**src/rtl/psram_rfsh_pkg.sv**
```systemverilog
// Shared mode encoding for the refresh controller.
package psram_rfsh_pkg;
    typedef enum logic [2:0] {
        MD_IDLE   = 3'd0,
        MD_READ   = 3'd1,
        MD_WRITE  = 3'd2,
        MD_ROWHIT = 3'd3,
        MD_DESEL  = 3'd4,
        MD_PULSE  = 3'd5,
        MD_SELF   = 3'd6
    } mode_e;
endpackage

```
**src/rtl/psram_mode_dec.sv**
```systemverilog
// Mode decoder: turns the raw control pins plus the self-refresh state into
// a mode code and the data-drive flag. Purely combinational; assumes the pins
// are already synchronous to the controller clock.
module psram_mode_dec
    import psram_rfsh_pkg::*;
(
    input  logic  chip_en_n,
    input  logic  chip_sel,
    input  logic  out_en_n,
    input  logic  wr_n,
    input  logic  refresh_n,
    input  logic  in_self,
    output mode_e mode,
    output logic  dout_en
);
    // Priority decode: enable, then select, then write over read.
    always_comb begin
        if (!chip_en_n) begin
            if (!chip_sel)      mode = MD_DESEL;
            else if (!wr_n)     mode = MD_WRITE;
            else if (!out_en_n) mode = MD_READ;
            else                mode = MD_ROWHIT;
        end else if (refresh_n) begin
            mode = MD_IDLE;
        end else begin
            mode = in_self ? MD_SELF : MD_PULSE;
        end
    end

    // Drive data only for a read.
    always_comb dout_en = (mode == MD_READ);
endmodule

```
**src/rtl/psram_rfsh_sched.sv**
```systemverilog
// Refresh scheduler: raises a counter-refresh request at the start of every
// interval with enable high and refresh low, measures how long refresh stays
// low, and once past SELF_ENTER ticks issues a request every SELF_PERIOD
// ticks. Assumes SELF_ENTER >= 1 and SELF_PERIOD >= 2.
module psram_rfsh_sched #(
    parameter int SELF_ENTER  = 800,
    parameter int SELF_PERIOD = 1560
) (
    input  logic clk,
    input  logic rst_n,
    input  logic hold,      // enable high and refresh low this tick
    output logic in_self,
    output logic rf_req
);
    localparam int LOW_W = $clog2(SELF_ENTER + 1);
    localparam int TMR_W = $clog2(SELF_PERIOD + 1);

    logic             hold_q;
    logic [LOW_W-1:0] low_cnt;
    logic [TMR_W-1:0] tmr;
    logic             tick;

    assign in_self = (low_cnt == LOW_W'(SELF_ENTER));
    assign tick    = hold && in_self && (tmr == TMR_W'(SELF_PERIOD - 1));
    assign rf_req  = (hold && !hold_q) || tick;

    // Track the previous hold level for start detection.
    always_ff @(posedge clk) begin
        if (!rst_n) hold_q <= 1'b0;
        else        hold_q <= hold;
    end

    // Count held ticks, saturating at the self-refresh entry threshold.
    always_ff @(posedge clk) begin
        if (!rst_n || !hold)  low_cnt <= '0;
        else if (!in_self)    low_cnt <= low_cnt + 1'b1;
    end

    // Self-refresh period timer, running only while in self refresh.
    always_ff @(posedge clk) begin
        if (!rst_n || !(hold && in_self)) tmr <= '0;
        else if (tick)                    tmr <= '0;
        else                              tmr <= tmr + 1'b1;
    end
endmodule

```
**src/rtl/psram_row_arb.sv**
```systemverilog
// Row arbiter: keeps a saturating count of waiting counter refreshes and one
// waiting external access, lets one activation through whenever the array is
// idle (counter refresh first), holds the array busy for ACT_LEN ticks after
// each activation, and owns the wrapping refresh row counter.
module psram_row_arb #(
    parameter int ROW_W   = 9,
    parameter int ACT_LEN = 4,
    parameter int PEND_W  = 2
) (
    input  logic             clk,
    input  logic             rst_n,
    input  logic             rf_req,
    input  logic             ext_start,
    input  logic [ROW_W-1:0] ext_row_in,
    output logic             act_stb,
    output logic             act_ext,
    output logic [ROW_W-1:0] act_row
);
    localparam int BUSY_W = $clog2(ACT_LEN + 1);
    localparam logic [PEND_W-1:0] PEND_MAX = {PEND_W{1'b1}};

    logic [PEND_W-1:0] pend, pend_nxt;
    logic              ext_req;
    logic [ROW_W-1:0]  ext_row;
    logic [BUSY_W-1:0] busy;
    logic [ROW_W-1:0]  ctr;
    logic              idle, grant_rf, grant_ext;

    assign idle      = (busy == '0);
    assign grant_rf  = idle && (pend != '0);
    assign grant_ext = idle && (pend == '0) && ext_req;

    // Next waiting-refresh count: add a request, remove a grant, saturate.
    always_comb begin
        unique case ({rf_req, grant_rf})
            2'b10:   pend_nxt = (pend == PEND_MAX) ? pend : pend + 1'b1;
            2'b01:   pend_nxt = pend - 1'b1;
            default: pend_nxt = pend;
        endcase
    end

    // Waiting-refresh count register.
    always_ff @(posedge clk) begin
        if (!rst_n) pend <= '0;
        else        pend <= pend_nxt;
    end

    // External access request and the row captured at its start.
    always_ff @(posedge clk) begin
        if (!rst_n) begin
            ext_req <= 1'b0;
            ext_row <= '0;
        end else if (ext_start) begin
            ext_req <= 1'b1;
            ext_row <= ext_row_in;
        end else if (grant_ext) begin
            ext_req <= 1'b0;
        end
    end

    // Busy window that spaces activations ACT_LEN ticks apart.
    always_ff @(posedge clk) begin
        if (!rst_n)                  busy <= '0;
        else if (grant_rf || grant_ext) busy <= BUSY_W'(ACT_LEN - 1);
        else if (!idle)              busy <= busy - 1'b1;
    end

    // Refresh row counter, advancing once per counter activation.
    always_ff @(posedge clk) begin
        if (!rst_n)        ctr <= '0;
        else if (grant_rf) ctr <= ctr + 1'b1;
    end

    // Registered activation outputs toward the array.
    always_ff @(posedge clk) begin
        if (!rst_n) begin
            act_stb <= 1'b0;
            act_ext <= 1'b0;
            act_row <= '0;
        end else begin
            act_stb <= grant_rf || grant_ext;
            act_ext <= grant_ext;
            if (grant_rf)       act_row <= ctr;
            else if (grant_ext) act_row <= ext_row;
        end
    end
endmodule

```
**src/rtl/psram_refresh_ctrl.sv**
```systemverilog
// Refresh controller top: detects the falling enable that starts an access,
// decodes the mode, schedules counter refreshes, and arbitrates one row
// activation at a time. Assumes all pins are synchronous to clk.
module psram_refresh_ctrl
    import psram_rfsh_pkg::*;
#(
    parameter int ADDR_W      = 17,
    parameter int ROW_W       = 9,
    parameter int ACT_LEN     = 4,
    parameter int PEND_W      = 2,
    parameter int SELF_ENTER  = 800,
    parameter int SELF_PERIOD = 1560
) (
    input  logic              clk,
    input  logic              rst_n,
    input  logic              chip_en_n,
    input  logic              chip_sel,
    input  logic              out_en_n,
    input  logic              wr_n,
    input  logic              refresh_n,
    input  logic [ADDR_W-1:0] addr_in,
    output logic [2:0]        mode,
    output logic              dout_en,
    output logic              act_stb,
    output logic              act_ext,
    output logic [ROW_W-1:0]  act_row
);
    logic  en_n_q;
    logic  ext_start;
    logic  hold;
    logic  in_self;
    logic  rf_req;
    mode_e mode_w;

    // Previous enable level for falling-edge detection.
    always_ff @(posedge clk) begin
        if (!rst_n) en_n_q <= 1'b1;
        else        en_n_q <= chip_en_n;
    end

    assign ext_start = en_n_q && !chip_en_n && chip_sel;
    assign hold      = chip_en_n && !refresh_n;
    assign mode      = mode_w;

    psram_mode_dec u_dec (
        .chip_en_n (chip_en_n),
        .chip_sel  (chip_sel),
        .out_en_n  (out_en_n),
        .wr_n      (wr_n),
        .refresh_n (refresh_n),
        .in_self   (in_self),
        .mode      (mode_w),
        .dout_en   (dout_en)
    );

    psram_rfsh_sched #(
        .SELF_ENTER  (SELF_ENTER),
        .SELF_PERIOD (SELF_PERIOD)
    ) u_sched (
        .clk     (clk),
        .rst_n   (rst_n),
        .hold    (hold),
        .in_self (in_self),
        .rf_req  (rf_req)
    );

    psram_row_arb #(
        .ROW_W   (ROW_W),
        .ACT_LEN (ACT_LEN),
        .PEND_W  (PEND_W)
    ) u_arb (
        .clk        (clk),
        .rst_n      (rst_n),
        .rf_req     (rf_req),
        .ext_start  (ext_start),
        .ext_row_in (addr_in[ROW_W-1:0]),
        .act_stb    (act_stb),
        .act_ext    (act_ext),
        .act_row    (act_row)
    );
endmodule

```
**config.mk**
```make
export PLATFORM = sky130hd
export DESIGN_NAME = psram_refresh_ctrl
export DESIGN_NICKNAME = d
export VERILOG_FILES = /design/src/rtl/psram_rfsh_pkg.sv /design/src/rtl/psram_mode_dec.sv /design/src/rtl/psram_rfsh_sched.sv /design/src/rtl/psram_row_arb.sv /design/src/rtl/psram_refresh_ctrl.sv
export SDC_FILE = /design/constraint.sdc
export NUM_CORES = 1
export LEC_CHECK = 0
export ABC_CLOCK_PERIOD_IN_PS = 2600
export BUFFER_PORTS_ARGS = -buffer_cell sky130_fd_sc_hd__buf_2
export CAP_MARGIN = 20
export CORE_ASPECT_RATIO = 1.2
export CORE_UTILIZATION = 50
export CTS_CLUSTER_SIZE = 40
export DETAILED_ROUTE_END_ITERATION = 10
export PLACE_DENSITY_LB_ADDON = 0.1
export SYNTH_ARGS = -nofsm -noshare
export SYNTH_HDL_FRONTEND = slang
export SYNTH_SLANG_ARGS = --single-unit
```
**constraint.sdc**
```tcl
create_clock -name clk -period 2.6 [get_ports clk]
set_input_delay 0.52 -clock clk [delete_from_list [all_inputs] [get_ports clk]]
set_output_delay 0.52 -clock clk [all_outputs]
set_load 0.01 [all_outputs]
```
==> reports/metrics.csv <==
stage;metric;value;unit
power_and_ir_drop;Max IR drop VDD;0.3646;mV
clocking;CTS buffer count;9;
synth;Synthesized Nets;316;
die;core area;0.004940;mm^2
synth;register area share after synthesis;45.16;%
global_route;met3 usage;5.966;%
power_and_ir_drop;share of total power in the clock network;35.4;%
die;die area;0.005434;mm^2
global_route;grt ovf;0;
clocking;Post-CTS Setup Inserts;0;
layout;n_diodes;0;
hold_path;worst hold path startpoint;chip_en_n;
critical_path;R2R cell count;5;
critical_path;CP endpoint kind;output pin;
synth;Seq cells post-synth;58;
timing;FMAX;0.4304;GHz
clocking;Worst-path clk slew;0.06;ns
critical_path;WP data required;2.08;ns
place;GPL Wtd Cong;0.7635;
routing;1st-iter DRT viols;104;
layout;synthesis-to-finish area growth;17.13;%
global_route;largest net degree at the start of global routing;34;
die;Die Height;80.56;um
global_route;first-pass GRT wire length;7.748;mm
critical_path;R2R setup slack;0.45;ns
routing;DRC viols;0;
critical_path;Crit Path Max Fanout;8;
power_and_ir_drop;pwr dens;780.1;mW/mm^2
power_and_ir_drop;switch share;27.60;%
power_and_ir_drop;Comb pwr share;20.6;%
layout;final instance area;0.003012;mm^2
clocking;post_cts resized;0;
layout;Non-Filler Instances;388;
hold_path;Hold EP;en_n_q;
timing;minimum clock period;2.323;ns
routing;via count;1982;
critical_path;CP cell instances;nor4bb_1 > nand4_2 > a22o_1 > buf_2;
place;dpl cell area;0.002814;mm^2
global_route;vias in the first global route;1822;
timing;Final Max Slew Viols;0;
clocking;worst skew pair latency;0.33;ns
timing;Slew @ Worst Pin;0.4460;ns
place;Cells after DPL;372;
timing;Final Hold Viols;0;
routing;remaining antenna violation count;0;
synth;synth unique cells;37;
clocking;CTS Sinks;58;
timing;Layout Skew;0.008108;ns
critical_path;Critical Path Start;u_sched.low_cnt[8];
critical_path;Worst EP arrival;1.80;ns
synth;Synth warnings;0;
critical_path;Crit Reg-Reg Startpoint;u_sched.tmr[3];
critical_path;critical path class;reg2out;
clocking;H-Tree Depth;3;
hold_path;Hold Path Stages;2;
critical_path;CP Launch Type;flip-flop;
clocking;clock root buffer;clkbuf_8;
run;maxcap violations;0;
layout;final core utilization;60.97;%
synth;Mapped Cells;286;
clocking;CTS tree;yes;
layout;fraction of layout cells with a size suffix above 1;17.07;%
place;Port-buffer cells;30;
routing;WL per Instance;11.79;um
timing;RSZ-0062 raised after global routing;no;
routing;DR pass1 iterations;4;
synth;Synth Cell Area;0.002571;mm^2
critical_path;Largest stage delay, worst path;0.40;ns
timing;Setup violations, final;0;
die;num rows;28;
critical_path;slowest stage cell on the critical path;nor4bb_1;
power_and_ir_drop;sequential share of power;44.0;%
power_and_ir_drop;Pleak;1.292;nW
global_route;GR Util All Layers;19.60;%
timing;worst relative slew slack;70.17;%
run_status;outcome;completed;
hold_path;Hold Crit Class;in2reg;
timing;Setup TNS;0;ns
global_route;met2 usage;30.30;%
global_route;Most Crowded Layer GR;met2;
global_route;initial antenna violation count;0;
routing;Avg Vias per Cell;5.108;
synth;Syn Area/Cell;8.990;um^2
place;dpl hpwl;3.222;mm
power_and_ir_drop;internal power;1.701;mW
critical_path;r2r endpoint;u_arb.pend[0];
clocking;CTS Hold Buffers Added;0;
die;DIE WIDTH;67.46;um
layout;# nets final;353;
timing;part of the cycle the worst path needs;89.36;%
power_and_ir_drop;Switch Pwr;648.3;uW
global_route;met1 Usage GRT;23.37;%
die;Ports;39;
routing;routed wire length;4.576;mm
die;Initial Util;52.05;%
clocking;clk buf depth;2;
-- registers in the layout (all words and copies together), names as in the netlist, 2 cells and up --
signal,flops
u_sched.tmr,11
u_sched.low_cnt,10
u_arb.act_row,9
u_arb.ctr,9
u_arb.ext_row,9
u_arb.busy,3
u_arb.pend,2
-- cell usage after synthesis, drive strengths merged --
cell | n | area [um^2]
o211a | 9 | 90.09
xnor2 | 14 | 122.6
or3 | 4 | 25.02
o21ai | 7 | 35.03
nor2 | 36 | 137.6
mux2 | 1 | 11.26
o211ai | 1 | 7.510
nor4bb | 1 | 10.01
a21oi | 4 | 20.02
nor2b | 3 | 18.77
a21boi | 10 | 75.07
nor3b | 1 | 7.510
mux2i | 11 | 110.1
buf | 2 | 10.01
xor2 | 10 | 87.58
or3b | 1 | 11.26
a22o | 1 | 8.760
nor3 | 4 | 20.02
a31oi | 2 | 12.51
nand2b | 4 | 25.02
dfxtp | 58 | 1161
or2 | 1 | 6.260
ha | 6 | 75.07
inv | 10 | 37.54
o41ai | 1 | 27.53
a221oi | 1 | 8.760
nand2 | 33 | 123.9
clkbuf | 8 | 30.03
nand4 | 5 | 37.53
or4 | 1 | 11.26
o2111ai | 1 | 8.760
nand4b | 1 | 8.760
and3 | 9 | 56.30
nand3 | 19 | 95.09
and2 | 6 | 37.54
-- worst max-delay path, delay by kind of cell (launching register included) --
kind	cells	cell delay, ns
AO/OA/AOI/OAI	1	0.27
buffers and inverters	1	0.13
AND/OR/NAND/NOR	2	0.72
flip-flops	1	0.35
-- cell families (layout without fill, tap and decap cells) --
kind of cell | after synthesis | in the layout | synth area share [%]
adders and majority gates | 6 | 6 | 2.920
buffers and inverters | 20 | 62 | 3.017
muxes | 12 | 12 | 4.720
and+or+nand+nor | 129 | 129 | 24.57
DFF | 58 | 58 | 45.16
AOI/OAI and AO/OA | 37 | 37 | 11.44
xor gates and xnor gates | 24 | 24 | 8.175
-- placed cells by master, fill, tap and decap left out, types with 2 or more instances in the layout --
| master | instances |
|---|---|
| a21boi_0 | 10 |
| a21oi_1 | 4 |
| a31oi_1 | 2 |
| and2_1 | 6 |
| and3_1 | 9 |
| buf_2 | 30 |
| buf_4 | 5 |
| clkbuf_1 | 3 |
| clkbuf_8 | 11 |
| dfxtp_1 | 58 |
| ha_1 | 6 |
| inv_1 | 10 |
| mux2i_1 | 11 |
| nand2_1 | 33 |
| nand2b_1 | 4 |
| nand3_1 | 19 |
| nand4_1 | 4 |
| nor2_1 | 35 |
| nor2b_1 | 3 |
| nor3_1 | 4 |
| o211a_1 | 9 |
| o21ai_0 | 7 |
| or3_1 | 4 |
| xnor2_1 | 14 |
| xor2_1 | 10 |
-- per-stage QoR --
step / hold WS [ns] / setup slack [ns] / total power, mW
after floorplan: 0.4299 / 0.6015 / 1.390
after global placement: 0.4415 / 0.4872 / 1.539
after detailed placement: 0.4514 / 0.4451 / 1.545
after CTS: 0.4244 / 0.2483 / 2.382
after global routing: 0.4446 / 0.1679 / 2.499
final: 0.4394 / 0.2766 / 2.349
-- power groups by stage --
stage	combinational (mW)	sequential [mW]	clock, mW
6_report	0.485	1.03	0.831
5_1_grt	0.555	1.05	0.893
4_1_cts	0.493	1.03	0.854
3_5_place_dp	0.492	1.05	0
3_3_place_gp	0.487	1.05	0
2_1_floorplan	0.320	1.07	0
-- layout make-up --
type | count | area, um^2
Clock buffer | 14 | 162.7
Clock inverter | 2 | 35.03
Tap cell | 60 | 75.07
Multi-Input combinational cell | 208 | 1333
Timing Repair Buffer | 36 | 207.7
Fill cell | 456 | 1928
Inverter | 10 | 37.54
Sequential cell | 58 | 1161
-- worst max-delay path by stage --
stage                     to  slack (ns)  cells after the start
2_1_floorplan  u_arb.pend[0]        0.60                      5
3_3_place_gp   u_arb.pend[0]        0.49                      5
3_5_place_dp   u_arb.pend[0]        0.45                      5
4_1_cts              mode[0]        0.25                      4
5_1_grt              mode[0]        0.17                      4
6_report             mode[0]        0.28                      4
-- per-layer routing --
layer,up-vias,part of all wire (%)
li1,1045,-
met4,0,2.4
met1,894,48
met3,8,3.6
met5,-,0
met2,35,46
Note: power is estimated with default switching activity, not from simulation.
